File: src/rtl/secded_pkg.sv
package secded_pkg;

  // Number of Hamming check bits needed so that the non-power-of-two
  // positions of a (2^p - 1)-position codeword hold msg_w bits.
  function automatic int hamming_bits(input int msg_w);
    int p;
    p = 2;
    while (((1 << p) - p - 1) < msg_w) p++;
    return p;
  endfunction

  // Codeword position of message bit j: the j-th non-power-of-two
  // integer counted from 3 upward.
  function automatic int cw_pos(input int j);
    int cnt;
    int res;
    cnt = 0;
    res = 0;
    for (int p = 3; p < 4 * j + 8; p++) begin
      if ((p & (p - 1)) != 0) begin
        if (cnt == j) res = p;
        cnt++;
      end
    end
    return res;
  endfunction

endpackage

File: src/rtl/lnk_pipe_reg.sv
module lnk_pipe_reg #(
  parameter int W = 8
) (
  input  logic         clk,
  input  logic         rst_n,
  input  logic         in_valid,
  output logic         in_ready,
  input  logic [W-1:0] in_data,
  output logic         out_valid,
  input  logic         out_ready,
  output logic [W-1:0] out_data
);

  logic         v_q;
  logic [W-1:0] d_q;

  assign in_ready  = !v_q || out_ready;
  assign out_valid = v_q;
  assign out_data  = d_q;

  always_ff @(posedge clk or negedge rst_n) begin
    if (!rst_n)        v_q <= 1'b0;
    else if (in_ready) v_q <= in_valid;
  end

  always_ff @(posedge clk) begin
    if (in_ready && in_valid) d_q <= in_data;
  end

  a_r10_stall_holds: assert property (@(posedge clk) disable iff (!rst_n)
    (out_valid && !out_ready) |=> (out_valid && $stable(out_data)));

  a_r10_accept_shows: assert property (@(posedge clk) disable iff (!rst_n)
    (in_valid && in_ready) |=> out_valid);

endmodule

File: src/rtl/secded_enc.sv
module secded_enc #(
  parameter int MSG_W = 56,
  parameter int PAR_W = 6,
  parameter int ECC_W = 8,
  localparam int PKT_W = MSG_W + ECC_W,
  localparam int PAD_W = ECC_W - PAR_W - 1
) (
  input  logic [MSG_W-1:0] msg,
  output logic [PKT_W-1:0] pkt
);

  logic [PAR_W-1:0] pos_tab [MSG_W];
  logic [PAR_W-1:0] par;
  logic             ovr;

  for (genvar g = 0; g < MSG_W; g++) begin : g_pos
    assign pos_tab[g] = PAR_W'(secded_pkg::cw_pos(g));
  end

  always_comb begin
    par = '0;
    for (int j = 0; j < MSG_W; j++) begin
      if (msg[MSG_W-1-j]) par = par ^ pos_tab[j];
    end
    ovr = (^msg) ^ (^par);
    pkt = {msg, {PAD_W{1'b0}}, ovr, par};
  end

endmodule

File: src/rtl/secded_dec.sv
module secded_dec #(
  parameter int MSG_W = 56,
  parameter int PAR_W = 6,
  parameter int ECC_W = 8,
  localparam int PKT_W = MSG_W + ECC_W,
  localparam int PAD_W = ECC_W - PAR_W - 1,
  localparam int MAX_POS = secded_pkg::cw_pos(MSG_W - 1)
) (
  input  logic [PKT_W-1:0] pkt,
  output logic [MSG_W-1:0] msg,
  output logic             corrected,
  output logic             uncorrectable
);

  localparam logic [PKT_W-1:0] KEEP =
    {{MSG_W{1'b1}}, {PAD_W{1'b0}}, {(PAR_W+1){1'b1}}};

  logic [PAR_W-1:0] pos_tab [MSG_W];
  logic [PAR_W-1:0] calc;
  logic [PAR_W-1:0] syn;
  logic             ov_mis;
  logic             in_range;
  logic             single;

  for (genvar g = 0; g < MSG_W; g++) begin : g_pos
    assign pos_tab[g] = PAR_W'(secded_pkg::cw_pos(g));
  end

  always_comb begin
    calc = '0;
    for (int j = 0; j < MSG_W; j++) begin
      if (pkt[PKT_W-1-j]) calc = calc ^ pos_tab[j];
    end
    syn      = calc ^ pkt[PAR_W-1:0];
    ov_mis   = ^(pkt & KEEP);
    in_range = int'(syn) <= MAX_POS;
    single   = ov_mis && (syn != '0) && in_range;

    msg = pkt[PKT_W-1 -: MSG_W];
    if (single) begin
      for (int j = 0; j < MSG_W; j++) begin
        if (syn == pos_tab[j]) msg[MSG_W-1-j] = ~msg[MSG_W-1-j];
      end
    end
    corrected     = single;
    uncorrectable = (syn != '0) && (!ov_mis || !in_range);
  end

endmodule

File: src/rtl/secded_link_codec.sv
module secded_link_codec #(
  parameter int HDR_W = 8,
  parameter int SMP_W = 12,
  parameter int N_SMP = 4,
  localparam int DAT_W = SMP_W * N_SMP,
  localparam int MSG_W = HDR_W + DAT_W,
  localparam int PAR_W = secded_pkg::hamming_bits(MSG_W),
  localparam int ECC_W = PAR_W + 2,
  localparam int PKT_W = MSG_W + ECC_W
) (
  input  logic             clk,
  input  logic             rst_n,
  input  logic             enc_in_valid,
  output logic             enc_in_ready,
  input  logic [HDR_W-1:0] enc_in_hdr,
  input  logic [DAT_W-1:0] enc_in_data,
  output logic             enc_out_valid,
  input  logic             enc_out_ready,
  output logic [PKT_W-1:0] enc_out_pkt,
  input  logic             dec_in_valid,
  output logic             dec_in_ready,
  input  logic [PKT_W-1:0] dec_in_pkt,
  output logic             dec_out_valid,
  input  logic             dec_out_ready,
  output logic [HDR_W-1:0] dec_out_hdr,
  output logic [DAT_W-1:0] dec_out_data,
  output logic             dec_out_corrected,
  output logic             dec_out_uncorrectable
);

  localparam int PAD_W = ECC_W - PAR_W - 1;
  localparam logic [PKT_W-1:0] KEEP =
    {{MSG_W{1'b1}}, {PAD_W{1'b0}}, {(PAR_W+1){1'b1}}};

  // transmit path
  logic [PKT_W-1:0] enc_pkt_c;

  secded_enc #(.MSG_W(MSG_W), .PAR_W(PAR_W), .ECC_W(ECC_W)) enc_i (
    .msg ({enc_in_hdr, enc_in_data}),
    .pkt (enc_pkt_c)
  );

  lnk_pipe_reg #(.W(PKT_W)) enc_stage_i (
    .clk       (clk),
    .rst_n     (rst_n),
    .in_valid  (enc_in_valid),
    .in_ready  (enc_in_ready),
    .in_data   (enc_pkt_c),
    .out_valid (enc_out_valid),
    .out_ready (enc_out_ready),
    .out_data  (enc_out_pkt)
  );

  // receive path
  logic [MSG_W-1:0] dec_msg_c;
  logic             dec_corr_c;
  logic             dec_unc_c;
  logic [MSG_W+1:0] dec_q;

  secded_dec #(.MSG_W(MSG_W), .PAR_W(PAR_W), .ECC_W(ECC_W)) dec_i (
    .pkt           (dec_in_pkt),
    .msg           (dec_msg_c),
    .corrected     (dec_corr_c),
    .uncorrectable (dec_unc_c)
  );

  lnk_pipe_reg #(.W(MSG_W + 2)) dec_stage_i (
    .clk       (clk),
    .rst_n     (rst_n),
    .in_valid  (dec_in_valid),
    .in_ready  (dec_in_ready),
    .in_data   ({dec_msg_c, dec_corr_c, dec_unc_c}),
    .out_valid (dec_out_valid),
    .out_ready (dec_out_ready),
    .out_data  (dec_q)
  );

  assign dec_out_hdr           = dec_q[MSG_W+1 -: HDR_W];
  assign dec_out_data          = dec_q[DAT_W+1:2];
  assign dec_out_corrected     = dec_q[1];
  assign dec_out_uncorrectable = dec_q[0];

  a_r1_pad_zero: assert property (@(posedge clk) disable iff (!rst_n)
    enc_out_valid |-> (enc_out_pkt[ECC_W-1:PAR_W+1] == '0));

  a_r3_even_parity: assert property (@(posedge clk) disable iff (!rst_n)
    enc_out_valid |-> !(^(enc_out_pkt & KEEP)));

  a_r7_flags_exclusive: assert property (@(posedge clk) disable iff (!rst_n)
    dec_out_valid |-> !(dec_out_corrected && dec_out_uncorrectable));

  a_r1_header_carried: assert property (@(posedge clk) disable iff (!rst_n)
    (enc_in_valid && enc_in_ready) |=> (enc_out_pkt[PKT_W-1 -: HDR_W] == $past(enc_in_hdr)));

endmodule

File: config.mk
export PLATFORM = sky130hd
export DESIGN_NAME = secded_link_codec
export DESIGN_NICKNAME = d
export VERILOG_FILES = /design/src/rtl/secded_pkg.sv /design/src/rtl/lnk_pipe_reg.sv /design/src/rtl/secded_enc.sv /design/src/rtl/secded_dec.sv /design/src/rtl/secded_link_codec.sv
export SDC_FILE = /design/constraint.sdc
export NUM_CORES = 1
export LEC_CHECK = 0
export BUFFER_PORTS_ARGS = -buffer_cell sky130_fd_sc_hd__buf_2
export CELL_PAD_IN_SITES_DETAIL_PLACEMENT = 1
export CELL_PAD_IN_SITES_GLOBAL_PLACEMENT = 2
export CORE_AREA = 2 2 166 168
export DETAILED_ROUTE_END_ITERATION = 8
export DIE_AREA = 0 0 168 170
export PLACE_DENSITY = 0.67
export SYNTH_ARGS = -nofsm -noshare
export SYNTH_HDL_FRONTEND = slang
export SYNTH_SLANG_ARGS = --single-unit
File: constraint.sdc
create_clock -name clk -period 3.14 [get_ports clk]
set_input_delay 0.157 -clock clk [delete_from_list [all_inputs] [get_ports clk]]
set_output_delay 0.157 -clock clk [all_outputs]
set_load 0.03 [all_outputs]
# Word level (Yosys, flattened, before mapping)
# Cells that the tools add are included.
# W data, S select, Z words.
[totals]
regBits = 123
in_bits = 126
out_inout_bits = 126
[classes]
order_cmp = 1
eq_ne = 56
muxes = 169
bitwise = 168
reduce_logical = 16
[ops]
columns = ["op", "count"]
rows = [
  ["$mux W6", 60],
  ["$eq A6 B6 Y1 const B", 30],
  ["$mux W5", 30],
  ["$not A3 Y3", 40],
  ["$not A4 Y4", 30],
  ["$eq A6 B5 Y1 const B", 15],
  ["$reduce_xor A64 Y1", 1],
  ["$not A5 Y5", 12],
  ["$mux W1", 56],
  ["$mux W4", 14],
  ["$mux W56", 1],
  ["$not A1 Y1", 56],
  ["$not A2 Y2", 28],
  ["$reduce_xor A56 Y1", 1],
  ["$eq A6 B4 Y1 const B", 7],
  ["$eq A6 B3 Y1 const B", 3],
  ["$mux W3", 6],
  ["$eq A6 B2 Y1 const B", 1],
  ["$le A6 B6 Y1 const B", 1],
  ["$reduce_bool A6 Y1", 1],
  ["$reduce_xor A6 Y1", 1],
  ["$xor A6 B6 Y6", 1],
  ["$logic_and A1 B1 Y1", 5],
  ["$logic_not A1 Y1", 4],
  ["3 further kinds", 6],
]

# Longest topological paths before layout
[logic_depth]
word_depth = 116
depth_mapped = 11
ltp_nobuf = 8

# Cells and area by module
# From an unflattened synthesis, not the netlist that was laid out.
[unflattened]
cells_unflattened = 554
hier_area_um2 = 8051.5
[by_module_without_submodules]
columns = ["module", "instances", "cells_per_inst", "area_each_um2"]
rows = [
  ["secded_dec", 1, 263, 2489.9],
  ["lnk_pipe_reg (enc_stage_i)", 1, 68, 1975.6],
  ["lnk_pipe_reg (dec_stage_i)", 1, 62, 1795.5],
  ["secded_enc", 1, 161, 1790.5],
]

# Worst setup path before layout
# No wires, ideal clock.
[synth_timing]
path_type = "register to register"
startpoint = "reg enc_stage_i.v_q (netlist: enc_stage_i.out_valid)"
endpoint = "reg enc_stage_i.d_q[0] (netlist: enc_stage_i.out_data[0]) (enable)"
setup_time_ps = 427
arrival_time_ps = 2364
required_time_ps = 2713
setup_slack_ps = 349
stages_incl_launch_ff = 3
n_path_buf = 0
synth_period_minus_slack_ps = 2791
cell_sequence = "dfrtp_1 nand2b_1 and2_1"
[synth_between]
elab_chain_len = 3
[synth_rtl]
columns = ["item", "line_no", "rtl"]
rows = [
  ["from (decl)", "lnk_pipe_reg.sv:14", "logic v_q;"],
  ["from (signal assigned)", "lnk_pipe_reg.sv:23", "else if (in_ready) v_q <= in_valid;"],
  ["$logic_not A1 Y1", "lnk_pipe_reg.sv:17", "assign in_ready = !v_q || out_ready;"],
  ["$logic_or A1 B1 Y1", "lnk_pipe_reg.sv:17", ""],
  ["named net enc_in_ready", "secded_link_codec.sv:14", "output logic enc_in_ready,"],
  ["$logic_and A1 B1 Y1", "lnk_pipe_reg.sv:27", "if (in_ready && in_valid) d_q <= in_data;"],
  ["to (signal assigned)", "lnk_pipe_reg.sv:27", ""],
  ["to (decl)", "lnk_pipe_reg.sv:15", "logic [W-1:0] d_q;"],
]
# The timed path passes the listed nets, and every way through them passes these cells.
# A chain may end at the register's enable or synchronous reset.

# Worst setup path in the final report
[layout_timing]
startpoint = "in enc_in_data[30]"
endpoint = "reg enc_stage_i.d_q[6] (netlist: enc_stage_i.out_data[6]) (data pin)"
[layout_between]
elab_chain_len = 48
elab_cells_between_ends = 64
[layout_rtl]
columns = ["item", "line_no", "rtl"]
rows = [
  ["from (decl)", "secded_link_codec.sv:16", "input logic [DAT_W-1:0] enc_in_data,"],
  ["$mux W5", "secded_enc.sv:23", "if (msg[MSG_W-1-j]) par = par ^ pos_tab[j];"],
  ["$not A2 Y2 (no line) / $mux W6 (equally long branches)", "--", ""],
  ["$mux W6 / $not A2 Y2 (equally long branches)", "--", ""],
  ["$mux W6", "secded_enc.sv:23", ""],
  ["$not A3 Y3 (no line) (tied with other cells)", "--", ""],
  ["$mux W6", "secded_enc.sv:23", ""],
  ["$mux W6 / $not A3 Y3 (equally long branches)", "--", ""],
  ["$not A3 Y3 (no line) / $mux W6 (equally long branches)", "--", ""],
  ["[... 33 more ...]", "--", ""],
  ["$mux W6", "secded_enc.sv:23", ""],
  ["$mux W6 / $not A5 Y5 (equally long branches)", "--", ""],
  ["$not A5 Y5 (no line) / $mux W6 (equally long branches)", "--", ""],
  ["$mux W6 / $not A5 Y5 (equally long branches)", "--", ""],
  ["$mux W6", "secded_enc.sv:23", ""],
  ["$reduce_xor A6 Y1", "secded_enc.sv:25", "ovr = (^msg) ^ (^par);"],
  ["$xor A1 B1 Y1 *", "secded_enc.sv:25", ""],
  ["named net enc_i.ovr", "secded_enc.sv:14", "logic ovr;"],
]
# Mark *: on every way through the listed nets, which the timed path passes. The rest lies on a longest branch.

==> qor.log <==
INFO  status         run_status=completed
INFO  yosys          synth_xor_area_frac=0.384
INFO  yosys          synth_compound_gate_area_share=0.00725
INFO  cells_and_area layout-drive-gt1-share=0.409
INFO  hold_path      hold_crit_start=enc_in_data[6]
INFO  critical_path  r2r_start=dec_stage_i.out_valid
INFO  critical_path  critical_path.n_buffers_inverters=2
INFO  sta            worst_slew_margin_rel=0.499
INFO  critical_path  critPathArrivalTime=2.85ns
INFO  sta            setup_violations=0
INFO  critical_path  ff2ff_setup_slack=1.40ns
INFO  yosys          synth_seq_cells=123
INFO  floorplanning  die_span_y=170um
INFO  cells_and_area post-route-cell-area=10,400um2
INFO  sta            maxClockFrequency=0.371GHz
INFO  yosys          seq_area_frac_synth=0.496
INFO  critical_path  critical_path.top_delay_family=XOR/XNOR gates
INFO  cells_and_area finish.utilization=0.392
INFO  clock_tree     clock-root-buffer=sky130_fd_sc_hd__clkbuf_16
INFO  yosys          muxShareOfSynthArea=0.0158
INFO  floorplanning  die_area=28,600um2
INFO  global_route   overflow=0
INFO  routing        finalWirelength=24,200um
INFO  yosys          post_synth_edffs=121
INFO  clock_tree     cts_inserted_buffers=17
INFO  clock_tree     clockBufferDepth=2
INFO  yosys          post_synth_instance_area=7420um2
INFO  critical_path  endpoint_kind=flip-flop
INFO  floorplanning  fp.coreArea=26,700um2
INFO  floorplanning  die-width=168um
INFO  hold_path      min-delay-path-class=in2reg
INFO  power          max-vdd-ir-drop=0.600mV
INFO  job            drv_cap=0
INFO  sta            layout_min_cycle_time=2.70ns
INFO  routing        route.detailed.wl_per_inst=20.0um
INFO  placed_design  place_inst=1,125
INFO  routing        vias=5,232
INFO  yosys          synth.distinct_cells=39
INFO  placed_design  place.port_buffers=249
INFO  yosys          synth_largest_type_area_fraction=0.489
INFO  placed_design  gp_congestion=0.836
INFO  yosys          ys_async_sr_fraction=0.0163
INFO  power          power.density=995nW/um2
INFO  placed_design  hpwl=18,900um
INFO  clock_tree     clk_latency=0.42ns
INFO  yosys          syn_area_per_cell=14.3um2
INFO  critical_path  crit_path_top_delay_cell=sky130_fd_sc_hd__dlygate4sd3_1
INFO  global_route   grt_pass1_vias=5,690
INFO  sta            rsz0062_at_grt=no
INFO  critical_path  slowest_delay=0.54ns
INFO  routing        antenna_left=0
INFO  yosys          yosys_warnings=0
INFO  yosys          syn-instance-count=521
INFO  sta            finalHoldViolCount=0
INFO  global_route   grt_use_total=0.169
INFO  routing        first_iter_violations=272
INFO  power          leakage=0.00401uW
INFO  routing        drt_pass1_iterations=4
INFO  sta            worst_slew_pin_slew=0.751ns
INFO  global_route   initial_antenna_violation_count=5
INFO  yosys          syn_nets=647
INFO  global_route   grt_start_max_net_pins=64
INFO  critical_path  reg2regPathDepth=3
INFO  yosys          combinational_family_with_the_most_area_after_synthesis=XOR/XNOR gates
INFO  sta            worst_clock_skew=0.00820ns
INFO  critical_path  setup.worst_path.start_class=input port
INFO  placed_design  placedInstanceArea=9290um2
INFO  critical_path  cp_common_cell=sky130_fd_sc_hd__xnor2_1
INFO  clock_tree     cts_resized=0
INFO  clock_tree     clk_transition_reported_paths=0.06ns
INFO  floorplanning  placement_rows=60
INFO  routing        avgViaCountPerCell=4.33
INFO  cells_and_area area_growth=40.7%
INFO  sta            maxSlewViolCount=0
INFO  sta            final.period_utilization=0.859
INFO  yosys          synth_simple_gate_area_frac=0.0777
INFO  clock_tree     clock_sink_count=123
INFO  floorplanning  start_util=0.279
INFO  critical_path  worst_path_cell_chain=dlygate4sd3_1 > buf_2 > xor2_1 > xnor2_1 > xnor2_1 > xnor2_1 > xnor2_1 > xor2_1 > xnor3_1
INFO  critical_path  timing.critical_path.fanout_max=3
INFO  critical_path  startpoint=enc_in_data[30]
INFO  clock_tree     htree_num_levels=4
INFO  yosys          ys_dominant_reg_cell=sky130_fd_sc_hd__edfxtp_1
INFO  cells_and_area final_net_count=981
INFO  critical_path  crit_cells=9
INFO  critical_path  cp.required=3.29ns
INFO  sta            setup_tns_final=0ns
INFO  yosys          netlist.top_cell.by_area=sky130_fd_sc_hd__edfxtp_1
INFO  critical_path  path_type_of_the_worst_setup_path=in2reg
INFO  hold_path      whs_path_depth=1
INFO  yosys          synth-adder-area-share=0
INFO  sta            fin_worst_hold_slack=0.0291ns
INFO  cells_and_area fillCellCount=2,891
INFO  cells_and_area final-instance-count-excl-fill=1,209
INFO  clock_tree     tritoncts_clock_tree=yes
INFO  floorplanning  pin_count=252
INFO  routing        drc_errors=0
INFO  global_route   grt_pass1_wl=35,300um
INFO  yosys          synth.top_cells.by_area=sky130_fd_sc_hd__edfxtp_1 (49%), sky130_fd_sc_hd__xnor2_1 (27%), sky130_fd_sc_hd__xnor3_1 (4.6%)
-- path summary, 6_finish.rpt --
| check | endpoint |
|---|---|
| max | enc_stage_i.out_data[6] |
| min | enc_stage_i.out_data[14] |
| max reg2reg | dec_stage_i.out_data[50] |
| min reg2reg | dec_stage_i.out_valid |
| max in group asynchronous | dec_stage_i.out_valid |
| min in group asynchronous | enc_stage_i.out_valid |
-- flip-flops by register name, summed over array words and instances (netlist names) --
name                   cells
enc_stage_i.out_data      63
dec_stage_i.out_data      58
dec_stage_i.out_valid      1
enc_stage_i.out_valid      1
-- kinds of logic after synthesis --
logic type,after synthesis
AND/OR/NAND/NOR,83
flip-flops,123
multiplexers,7
other,1
buffers and inverters,17
AO/OA/AOI/OAI,6
XOR/XNOR,284
-- cells in the final DEF, fill, tap and decap left out, types with 2 or more instances in the layout --
| cell type | instances |
|---|---|
| sky130_fd_sc_hd__xor2_1 | 31 |
| sky130_fd_sc_hd__o21ai_2 | 2 |
| sky130_fd_sc_hd__xnor2_2 | 2 |
| sky130_fd_sc_hd__nand3_2 | 20 |
| sky130_fd_sc_hd__clkbuf_16 | 17 |
| sky130_fd_sc_hd__edfxtp_1 | 121 |
| sky130_fd_sc_hd__nor2_1 | 3 |
| sky130_fd_sc_hd__bufinv_16 | 4 |
| sky130_fd_sc_hd__and2_2 | 2 |
| sky130_fd_sc_hd__buf_12 | 8 |
| sky130_fd_sc_hd__nand4_1 | 26 |
| sky130_fd_sc_hd__nand3b_1 | 2 |
| sky130_fd_sc_hd__nand3_1 | 13 |
| sky130_fd_sc_hd__dfrtp_1 | 2 |
| sky130_fd_sc_hd__inv_6 | 7 |
| sky130_fd_sc_hd__xor2_2 | 2 |
| sky130_fd_sc_hd__xnor3_1 | 15 |
| sky130_fd_sc_hd__nor3_1 | 4 |
| sky130_fd_sc_hd__xnor2_1 | 226 |
| sky130_fd_sc_hd__buf_2 | 249 |
| sky130_fd_sc_hd__nand2b_1 | 7 |
| sky130_fd_sc_hd__buf_4 | 23 |
| sky130_fd_sc_hd__dlygate4sd3_1 | 52 |
| sky130_fd_sc_hd__xnor3_2 | 5 |
| sky130_fd_sc_hd__nand2_1 | 2 |
| sky130_fd_sc_hd__clkinvlp_4 | 2 |
| sky130_fd_sc_hd__mux2i_4 | 3 |
-- cell usage after synthesis (3+ instances only) --
cell / number
sky130_fd_sc_hd__nand2b_1: 7
sky130_fd_sc_hd__edfxtp_1: 121
sky130_fd_sc_hd__xnor3_1: 15
sky130_fd_sc_hd__nor2_1: 3
sky130_fd_sc_hd__mux2i_4: 3
sky130_fd_sc_hd__xnor3_2: 5
sky130_fd_sc_hd__nand3_1: 13
sky130_fd_sc_hd__nand4_1: 26
sky130_fd_sc_hd__xor2_1: 31
sky130_fd_sc_hd__xnor2_1: 226
sky130_fd_sc_hd__nand3_2: 20
sky130_fd_sc_hd__buf_4: 10
sky130_fd_sc_hd__nor3_1: 4
sky130_fd_sc_hd__buf_6: 5
-- metrics by stage --
step	total power (uW)	worst slack, ns
after floorplan	6390	0.349
after global placement	8210	0.0929
after detailed placement	8260	0.0444
after CTS	10500	0.408
after global routing	10900	0.312
final	10400	0.443
-- area by class of cell --
type / instances / area, um2 / area share
timing repair buffer: 332 / 2100 / 0.201
tap: 341 / 427 / 0.0408
antenna: 1 / 2.50 / 0.000240
multi-input combinational: 381 / 3600 / 0.345
clock buffer: 17 / 425 / 0.0407
sequential: 123 / 3680 / 0.353
clock inverter: 14 / 205 / 0.0196
-- layer usage --
metal | part of all wire | track usage
met1 | 0.40 | 0.192
met2 | 0.52 | 0.315
met3 | 0.062 | 0.0463
met4 | 0.012 | 0.0401
met5 | 0.0020 | 0
-- power by group --
group / total (uW) / leakage [uW] / switching (uW) / internal [uW]
combinational: 6040 / 0.00253 / 3470 / 2570
sequential: 2200 / 0.00117 / 52.6 / 2140
clock: 2160 / 0.000302 / 817 / 1340
total: 10400 / 0.00401 / 4340 / 6060
-- timing repair --
action / in CTS / in global routing
hold buffers: 52 / 0
endpoints found under the hold margin: 53 / 0
buffers inserted: 0 / 0
No activity file was read; power rests on OpenSTA's default activity.
